[config.mk]
export PLATFORM = sky130hd
export DESIGN_NAME = umem_route
export DESIGN_NICKNAME = d
export VERILOG_FILES = /design/src/rtl/umem_route.sv
export SDC_FILE = /design/constraint.sdc
export NUM_CORES = 1
export LEC_CHECK = 0
export BUFFER_PORTS_ARGS = -buffer_cell sky130_fd_sc_hd__clkbuf_2
export CAP_MARGIN = 5
export CELL_PAD_IN_SITES_DETAIL_PLACEMENT = 2
export CELL_PAD_IN_SITES_GLOBAL_PLACEMENT = 2
export CORE_UTILIZATION = 29
export DETAILED_ROUTE_END_ITERATION = 8
export PLACE_DENSITY_LB_ADDON = 0.2
export SLEW_MARGIN = 40
export SYNTH_ARGS = -nofsm -noshare
export SYNTH_HDL_FRONTEND = slang
export SYNTH_SLANG_ARGS = --single-unit
[constraint.sdc]
create_clock -name clk -period 1.6 [get_ports clk]
set_clock_uncertainty 0.05 [all_clocks]
set_input_delay 0.16 -clock clk [delete_from_list [all_inputs] [get_ports clk]]
set_output_delay 0.16 -clock clk [all_outputs]
set_load 0.03 [all_outputs]
[src/rtl/umem_route.sv]
module umem_route #(
  parameter bit SEG2_EN = 1'b1,
  parameter int NREG    = 7,
  parameter int ADDR_W  = 20
) (
  input  logic                    clk,
  input  logic                    rst_n,
  input  logic                    cfg_we,
  input  logic [$clog2(NREG)-1:0] cfg_sel,
  input  logic [7:0]              cfg_wdata,
  input  logic                    acc_valid,
  input  logic                    acc_write,
  input  logic [ADDR_W-1:0]       acc_addr,
  output logic                    route_dram,
  output logic                    route_ext,
  output logic                    shadow_enable
);
  localparam int SEL_W = $clog2(NREG);

  logic [NREG*8-1:0] attr_flat;

  for (genvar i = 0; i < NREG; i++) begin : g_reg
    if (i == 2 && !SEG2_EN) begin : g_off
      assign attr_flat[i*8 +: 8] = 8'h00;
    end else begin : g_on
      logic [7:0] q;
      always_ff @(posedge clk) begin
        if (!rst_n)
          q <= 8'h00;
        else if (cfg_we && cfg_sel == SEL_W'(i))
          q <= cfg_wdata;
      end
      assign attr_flat[i*8 +: 8] = q;
    end
  end

  wire       in_sys = acc_addr[ADDR_W-1 -: 4] == 4'hF;
  wire       in_exp = acc_addr[ADDR_W-1 -: 2] == 2'b11 && acc_addr[ADDR_W-3 -: 2] != 2'b11;
  wire [3:0] seg    = acc_addr[ADDR_W-3 -: 4];
  wire [2:0] ridx   = seg[3:1] + 3'd1;
  wire [7:0] rval   = attr_flat[{ridx, 3'b000} +: 8];
  wire [1:0] nib    = seg[0] ? rval[5:4] : rval[1:0];

  logic [1:0] attr_cur;
  always_comb begin
    if (in_sys)      attr_cur = attr_flat[5:4];
    else if (in_exp) attr_cur = nib;
    else             attr_cur = 2'b11;
  end

  wire go_dram = acc_write ? attr_cur[1] : attr_cur[0];

  always_ff @(posedge clk) begin
    if (!rst_n) begin
      route_dram <= 1'b0;
      route_ext  <= 1'b0;
    end else begin
      route_dram <= acc_valid & go_dram;
      route_ext  <= acc_valid & ~go_dram;
    end
  end

  assign shadow_enable = attr_flat[4];
endmodule


==> results.py, run 1 <==
metrics = {
    "critical_path": {
        "max_stage_delay_ns": 0.51,
        "worstSetupEndpointType": "flop",
        "cp-start-kind": "primary input",
        "critPathMaxFanout": 5,
        "crit_chain": "buf_8 > ha_4 > buf_6 > mux4_2 > o211ai_1 > a311o_1 > and3b_1",
        "crit_required_ns": 1.78,
        "cp.arrival_ns": 1.76,
        "slowest_stage": "mux4_2",
        "worstSetupPathType": "primary input to flop",
    },
    "sta": {
        "setup_viol": 0,
        "worst_hold_slack_ns": 0.0600,
        "rsz0062_at_grt": "false",
        "finalCritPeriodShare_pct": 98.8,
        "tightest_slew_ns": 0.461,
        "max_freq_mhz": 632,
        "slew_headroom_pct": 69.3,
        "drv_slew": 0,
        "period_minus_slack_ns": 1.58,
        "hold_violations": 0,
    },
    "place": {
        "placed_cells": 223,
        "port-buffer-count": 20,
        "place.gp.congestion": 0.706,
        "dp_hpwl_mm": 2.95,
    },
    "logic_synthesis": {
        "yosys_register_bits": 30,
        "synth_nets": 173,
        "syn_area_um2": 1490,
        "yosys_warnings": 0,
        "ys_types": 31,
        "synthCells": 136,
        "yosysSeqAreaShare_pct": 40.3,
        "avgSynthCellArea_um2": 11.0,
    },
    "die": {
        "die_h_um": 73.7,
        "placementRows": 25,
        "boundaryPins": 39,
        "dieArea_um2": 5430,
        "fp.dieW_um": 73.7,
        "coreArea_um2": 4850,
        "initial_core_util_pct": 30.8,
    },
    "pwr": {
        "power_leakage_uw": 0.000735,
        "p_per_area_nw_per_um2": 873,
        "peakVddDrop_mv": 0.421,
    },
    "global_route": {
        "antenna_found_initial": 0,
        "gr-usage-all-layers_pct": 17.0,
        "grt_pass1_wl_mm": 6.55,
        "grt_max_degree": 30,
        "overflow": 0,
        "grt_pass1_vias": 1252,
    },
    "layout": {
        "syn_to_final_growth_pct": 23.1,
        "fin_cells": 233,
        "finish.utilization_pct": 37.9,
        "drive_gt1_share_pct": 31.9,
        "n_antenna_cell": 0,
        "fin_nets": 204,
    },
    "clocking": {
        "cts_buffers": 5,
        "cts_tree": "built",
        "clk_path_buf_depth": 2,
        "cts.sinks": 30,
        "cts.clk_slew.worst_paths_ns": 0.06,
        "cts_max_level": 2,
        "insertion_delay_ns": 0.28,
        "clockRootBuffer": "clkbuf_8",
    },
    "outcome": {
        "status": "finished clean",
    },
    "route": {
        "ant_nets": 0,
        "firstDrtPassIters": 2,
        "drt-total-wl_mm": 3.92,
        "vias": 1117,
        "post_drt_via_cell_ratio": 4.79,
        "drcViolationCount": 0,
        "drtIter0Drc": 26,
        "wl_per_cell_um": 16.8,
    },
    "run": {
        "max_cap_viol_count": 0,
    },
    "worst_hold_path": {
        "min_path_type": "primary input to flop",
    },
}
where the power goes:
group | internal [uW] | total (uW) | switching, uW
combinational | 114 | 230 | 116
clock | 331 | 598 | 267
sequential | 765 | 774 | 8.83
worst paths after layout:
kind | from | depth (start not counted) | end | slack, ns
worst min-delay path | acc_valid | 3 | route_dram | 0.06
worst max-delay path | acc_addr[16] | 7 | route_ext | 0.02
worst max register to register | g_reg[0].g_on.q[5] | 5 | route_ext | 0.09
worst min register to register | g_reg[6].g_on.q[5] | 2 | g_reg[6].g_on.q[5] | 0.47
cells in the mapped netlist, drive strengths merged:
| master | instances | area [um2] |
|---|---|---|
| o211ai | 4 | 30.0 |
| and3b | 1 | 8.76 |
| nand3 | 2 | 10.0 |
| nand2 | 3 | 11.3 |
| mux2i | 30 | 300 |
| a31o | 1 | 8.76 |
| dfxtp | 30 | 601 |
| nor3b | 2 | 25.0 |
| nor2 | 4 | 17.5 |
| nand4b | 3 | 26.3 |
| o21ai | 1 | 5.00 |
| nor2b | 28 | 175 |
| inv | 1 | 3.75 |
| buf | 2 | 18.8 |
| mux2 | 2 | 22.5 |
| nand2b | 1 | 6.26 |
| nor3 | 2 | 20.0 |
| ha | 1 | 12.5 |
| nand4 | 1 | 6.26 |
| a22oi | 2 | 15.0 |
| a311o | 1 | 10.0 |
| xor2 | 1 | 16.3 |
| mux4 | 4 | 93.8 |
| a21oi | 2 | 10.0 |
| clkbuf | 5 | 18.8 |
| a211o | 2 | 18.8 |
cell type report:
class	instances	area (um2)
Clock buffer	6	82.6
Fill cell	521	3010
Inverter	1	3.75
Multi-Input combinational cell	98	861
Sequential cell	30	602
Tap cell	67	83.8
Timing Repair Buffer	31	203
registers in the layout, indices dropped and copies added, names as in the netlist:
name and cells:
g.g_on.q 28, route_dram 1, route_ext 1
metal layers:
| layer | vias to the layer above | GRT usage (%) | part of all wire, % |
|---|---|---|---|
| met5 | - | 0 | 0 |
| met4 | 0 | 8.33 | 2.3 |
| met3 | 8 | 4.80 | 2.9 |
| met2 | 16 | 28.0 | 51 |
| met1 | 548 | 20.2 | 44 |
| li1 | 545 | - | - |
repair_timing:
item | CTS | global route
buffers inserted | 3 | 1
gates cloned | 0 | 0
setup endpoints to repair | 1 | 2
hold buffers | 0 | 0
resized for setup | 6 | 4
pin swaps | 3 | 4
cells by family after synthesis:
group / Yosys count / synth area share, %
simple gates: 47 / 20.6
mux: 36 / 27.9
flops: 30 / 40.3
compound gates: 13 / 6.54
buf+inv: 8 / 2.77
xor+xnor: 1 / 1.09
fa+ha+maj: 1 / 0.839
critical path: cells and delay by family:
kind                       cells  cell delay (ns)
AOI/OAI and AO/OA              2             0.43
adders and majority gates      1             0.27
buffers and inverters          2             0.22
muxes                          1             0.51
and+or+nand+nor                1             0.15
per-stage QoR:
stage                     setup slack, ns  setup TNS [ns]  total power [uW]  instance area (um2)
final                              0.0184               0              1600                 1840
after global routing              0.00226               0              1690                 1840
after CTS                         0.00301               0              1630                 1820
after detailed placement           -0.298          -0.564              1000                 1700
after global placement             -0.240          -0.431               993                 1700
after floorplan                   -0.0532         -0.0532               923                 1500
placed cells by master (no fill, tap or decap):
cell	n
a211o_1	1
buf_8	1
mux2_2	1
a211o_2	1
xor2_2	1
buf_4	10
nand4b_1	3
a21oi_1	2
a22oi_1	2
dfxtp_2	1
clkbuf_8	6
nor3b_2	2
nand2_1	3
clkbuf_2	18
mux2_1	1
nand2b_1	1
nand4_1	1
and3b_1	1
nand3_1	2
o211ai_1	4
inv_1	1
a311o_1	1
ha_4	1
o21ai_0	1
nor2b_1	28
nor3_2	2
a31o_2	1
mux2i_1	30
nor2_1	2
buf_6	2
mux4_2	4
nor2_2	2
dfxtp_1	29
(Power assumes the default switching activity.)
==> run 2: changes to the inputs <==
--- a/config.mk
+++ b/config.mk
@@ -12,6 +12,7 @@
 export CORE_UTILIZATION = 29
 export DETAILED_ROUTE_END_ITERATION = 8
 export PLACE_DENSITY_LB_ADDON = 0.2
+export REMOVE_ABC_BUFFERS = 1
 export SLEW_MARGIN = 40
 export SYNTH_ARGS = -nofsm -noshare
 export SYNTH_HDL_FRONTEND = slang
==> run 2 against run 1 <==
Net effect:
- routed wire length is 5.2% higher
- register-to-register slack worse by 0.04 ns
- core utilization increased by 0.34 points
- highest routed layer unchanged
==> results.py, run 2 (same netlist as run 1, synthesis figures left out) <==
metrics = {
    "outcome": {
        "status": "finished clean",
    },
    "clocking": {
        "cts_setup_buffers": 0,
        "cts_tree": "built",
        "cts_hold_buf": 0,
        "cts_buffers": 5,
        "cts.sinks": 30,
        "insertion_delay_ns": 0.27,
        "clockRootBuffer": "clkbuf_8",
        "clk_path_buf_depth": 2,
        "cts_max_level": 2,
        "cts.clk_slew.worst_paths_ns": 0.06,
    },
    "layout": {
        "regArea_um2": 601,
        "regMostFlops": "g.g_on.q",
        "finish.utilization_pct": 38.2,
        "multiInputGateArea_um2": 866,
        "n_antenna_cell": 0,
        "top_regs": "g.g_on.q: 28 flops, route_dram: 1 flops, route_ext: 1 flops",
        "layout_common_cells": "mux2i_1 (30), dfxtp_1 (30), nor2b_1 (28), clkbuf_2 (18), buf_4 (10)",
        "drive_gt1_share_pct": 31.0,
        "fin_nets": 204,
        "syn_to_final_growth_pct": 24.2,
        "largest_reg_flops": 28,
        "fillers": 530,
    },
    "pwr": {
        "peakVddDrop_mv": 0.394,
        "p_clk_share_pct": 38.2,
        "swShare_pct": 24.9,
        "switchingPower_uw": 406,
        "seqPwrFrac_pct": 47.4,
        "p_int_uw": 1230,
        "p_per_area_nw_per_um2": 882,
        "p_comb_share_pct": 14.4,
        "power_leakage_uw": 0.000749,
    },
    "global_route": {
        "grt_pass1_wl_mm": 6.69,
        "overflow": 0,
        "antenna_found_initial": 0,
        "grt_max_degree": 30,
        "grt_pass1_vias": 1252,
        "gr-usage-all-layers_pct": 17.3,
    },
    "worst_hold_path": {
        "hold_end": "route_dram",
        "min_path_type": "primary input to flop",
        "hp-start": "acc_valid",
        "min_path_cells": 3,
    },
    "critical_path": {
        "worstSetupPathType": "primary input to flop",
        "reg2reg_from": "g_reg[0].g_on.q[5]",
        "cp.arrival_ns": 1.76,
        "crit_required_ns": 1.76,
        "r2r_slack_ns": 0.05,
        "worstSetupEndpointType": "flop",
        "cp-start-kind": "primary input",
        "critPathMaxFanout": 4,
        "regToRegEndpoint": "route_ext",
        "critPathLaunch": "acc_addr[16]",
        "r2r_cells": 5,
    },
    "die": {
        "coreArea_um2": 4850,
        "placementRows": 25,
        "die_h_um": 73.7,
        "boundaryPins": 39,
        "fp.dieW_um": 73.7,
        "initial_core_util_pct": 30.8,
        "dieArea_um2": 5430,
    },
    "sta": {
        "max_freq_mhz": 626,
        "finalCritPeriodShare_pct": 99.8,
        "setup_viol": 0,
        "hold_violations": 0,
        "drv_slew": 0,
        "slew_headroom_pct": 68.8,
        "fin_tns_setup_ns": 0,
        "period_minus_slack_ns": 1.60,
        "rsz0062_at_grt": "true",
        "tightest_slew_ns": 0.465,
    },
    "route": {
        "drcViolationCount": 0,
        "vias": 1121,
        "firstDrtPassIters": 4,
        "drtIter0Drc": 30,
        "ant_nets": 0,
        "post_drt_via_cell_ratio": 4.77,
        "wl_per_cell_um": 17.6,
        "drt-total-wl_mm": 4.13,
    },
    "run": {
        "max_cap_viol_count": 0,
    },
    "place": {
        "dp_hpwl_mm": 3.22,
        "place.gp.congestion": 0.771,
        "port-buffer-count": 20,
    },
}
[run 2: repair_timing]
item / 4_1_cts / 5_1_grt
pin swaps: 3 / 3
setup endpoints to repair: 2 / 2
resized for setup: 4 / 3
[run 2: worst max-delay path by stage]
| stage | end | slack (ns) |
|---|---|---|
| after floorplan | route_ext | -0.26 |
| after global placement | route_ext | -0.36 |
| after detailed placement | route_ext | -0.43 |
| after CTS | route_ext | -0.05 |
| after global routing | route_ext | -0.02 |
| final | route_ext | 0.003 |
[run 2: metal layers]
layer | track usage (%) | routed length [um]
met1 | 21.0 | 1860
met5 | 0 | 0
met3 | 4.12 | 68
met2 | 29.4 | 2170
met4 | 6.41 | 29
[run 2: worst max-delay path, cell delays in order]
cell and delay [ns]:
buf_8 0.10, ha_4 0.28, buf_6 0.10, mux4_2 0.51, o211ai_1 0.24, a31o_2 0.20, and3b_1 0.16
[run 2: cell type report]
| type | count | share of cell area, % |
|---|---|---|
| tap | 67 | 4.53 |
| multi-input combinational | 98 | 46.8 |
| clock buffer | 7 | 4.66 |
| clock inverter | 1 | 0.270 |
| timing repair buffer | 31 | 11.1 |
| sequential | 30 | 32.4 |
| inverter | 1 | 0.203 |
[run 2: through the flow]
stage               hold slack (ns)  instance area, um2  cells  total power [uW]  setup slack [ns]
detailed placement            0.378                1720    227              1020            -0.432
CTS                          0.0854                1850    235              1650           -0.0472
finish                       0.0907                1850    235              1630           0.00251
global route                 0.0971                1850    235              1720           -0.0213
global placement              0.354                1720    227              1000            -0.364
floorplan                     0.238                1450    129               900            -0.260
[run 2: power groups by stage]
| stage | clock network [uW] | logic [uW] | registers (uW) |
|---|---|---|---|
| global route | 690 | 256 | 776 |
| global placement | 0 | 212 | 790 |
| detailed placement | 0 | 224 | 791 |
| finish | 624 | 236 | 774 |
| CTS | 643 | 237 | 775 |
| floorplan | 0 | 107 | 794 |
==> run 3: changes to the inputs <==
==> constraint.sdc (replaced) <==
create_clock -name clk -period 1.6 [get_ports clk]
set_clock_uncertainty 0.05 [all_clocks]
set_input_delay 0.08 -clock clk [delete_from_list [all_inputs] [get_ports clk]]
set_output_delay 0.08 -clock clk [all_outputs]
set_load 0.03 [all_outputs]
==> run 3 against run 2 <==
Net effect:
- global-route usage rose by 0.087 points
- critical path depth did not move
- non-clock buffer count did not move
- core utilization fell by 0.57 points
- largest power group unchanged
- critical endpoint unchanged
- total power fell by 0.48%
==> results.py, run 3 (same netlist as run 1, synthesis figures left out) <==
metrics = {
    "critical_path": {
        "r2r_slack_ns": 0.06,
        "cp-start-kind": "primary input",
        "critPathMaxFanout": 4,
        "r2r_cells": 5,
        "regToRegEndpoint": "route_ext",
        "reg2reg_from": "g_reg[0].g_on.q[5]",
        "worstSetupPathType": "primary input to flop",
        "worstSetupEndpointType": "flop",
        "crit_required_ns": 1.76,
        "cp.arrival_ns": 1.73,
    },
    "route": {
        "wl_per_cell_um": 17.5,
        "firstDrtPassIters": 3,
        "ant_nets": 0,
        "drt-total-wl_mm": 4.12,
        "drcViolationCount": 0,
        "vias": 1119,
        "post_drt_via_cell_ratio": 4.76,
        "drtIter0Drc": 28,
    },
    "pwr": {
        "peakVddDrop_mv": 0.396,
        "power_uw": 1630,
        "power_leakage_uw": 0.000739,
        "p_per_area_nw_per_um2": 891,
    },
    "worst_hold_path": {
        "hp-start": "acc_valid",
        "min_path_type": "primary input to flop",
        "hold_end": "route_dram",
        "min_path_cells": 3,
    },
    "die": {
        "placementRows": 25,
        "initial_core_util_pct": 30.8,
        "die_h_um": 73.7,
        "coreArea_um2": 4850,
        "dieArea_um2": 5430,
        "fp.dieW_um": 73.7,
        "boundaryPins": 39,
    },
    "clocking": {
        "cts_max_level": 2,
        "clockRootBuffer": "clkbuf_8",
        "cts_hold_buf": 0,
        "cts_tree": "built",
        "cts.sinks": 30,
        "clk_path_buf_depth": 2,
        "insertion_delay_ns": 0.27,
        "cts_buffers": 5,
        "cts.clk_slew.worst_paths_ns": 0.06,
        "cts_setup_buffers": 0,
    },
    "layout": {
        "largest_reg_flops": 28,
        "regArea_um2": 601,
        "fillers": 534,
        "fin_nets": 204,
        "regMostFlops": "g.g_on.q",
        "n_antenna_cell": 0,
        "syn_to_final_growth_pct": 22.3,
        "layout_common_cells": "mux2i_1 (30), dfxtp_1 (30), nor2b_1 (28), clkbuf_2 (20), buf_4 (11)",
        "top_regs": "g.g_on.q: 28 flops, route_dram: 1 flops, route_ext: 1 flops",
        "multiInputGateArea_um2": 862,
        "drive_gt1_share_pct": 30.4,
    },
    "global_route": {
        "gr-usage-all-layers_pct": 17.3,
        "grt_pass1_vias": 1268,
        "antenna_found_initial": 0,
        "grt_max_degree": 30,
        "overflow": 0,
        "grt_pass1_wl_mm": 6.72,
    },
    "sta": {
        "hold_violations": 0,
        "rsz0062_at_grt": "false",
        "drv_slew": 0,
        "tightest_slew_ns": 0.473,
        "setup_viol": 0,
        "period_minus_slack_ns": 1.56,
        "slew_headroom_pct": 68.3,
        "finalCritPeriodShare_pct": 97.6,
        "max_freq_mhz": 640,
        "fin_tns_setup_ns": 0,
    },
    "run": {
        "max_cap_viol_count": 0,
    },
    "outcome": {
        "status": "finished clean",
    },
    "place": {
        "port-buffer-count": 20,
        "dp_hpwl_mm": 3.22,
        "place.gp.congestion": 0.771,
    },
}
[run 3: per-stage QoR]
stage	setup slack (ns)	std cells	hold WS [ns]	instance area, um2	util, %
3_3_place_gp	-0.284	227	0.274	1720	35.5
6_report	0.0381	235	0.00913	1820	37.6
5_1_grt	0.00123	235	0.0171	1820	37.6
3_5_place_dp	-0.352	227	0.298	1720	35.5
4_1_cts	0.00161	235	0.00541	1820	37.6
2_1_floorplan	-0.180	129	0.158	1450	-
[run 3: timing repair]
action,CTS,global route
setup endpoints to repair,2,1
resized for setup,1,0
hold endpoints to repair,0,0
pin swaps,1,1
[run 3: area by class of cell]
cell class	count	area share, %
Inverter	1	0.206
Tap cell	67	4.60
Clock buffer	7	4.73
Sequential cell	30	32.9
Multi-Input combinational cell	98	47.3
Timing Repair Buffer	31	10.0
Clock inverter	1	0.274
[run 3: where the power goes]
part           internal [uW]  leakage (uW)  switching (uW)
Combinational            109      0.000448             118
Sequential               765      0.000243            9.51
Clock                    346     0.0000482             279
Total                   1220      0.000739             406
[run 3: routing by layer]
layer  share of wire (%)  wire length, um  GRT usage, %  up-vias
met4                 1.1               45          6.41        0
li1                    -                -             -      546
met1                  45             1860          21.0      561
met3                 1.8               73          4.12        4
met2                  52             2140          29.7        8
met5                   0                0             0        -
[run 3: worst max-delay path, stage by stage]
cell and delay, ns:
clkbuf_2 0.12, ha_4 0.29, buf_4 0.12, mux4_2 0.52, o211ai_1 0.23, a31o_2 0.20, and3b_1 0.16
[run 3: worst max path at each step]
| stage | start | to | slack (ns) | cells after the start |
|---|---|---|---|---|
| 3_3_place_gp | acc_addr[15] | route_ext | -0.28 | 8 |
| 3_5_place_dp | acc_addr[15] | route_ext | -0.35 | 7 |
| 4_1_cts | acc_addr[15] | route_ext | 0.002 | 7 |
| 5_1_grt | acc_addr[15] | route_ext | 0.001 | 7 |
| 2_1_floorplan | acc_addr[15] | route_ext | -0.18 | 6 |
| 6_report | acc_addr[15] | route_ext | 0.04 | 7 |
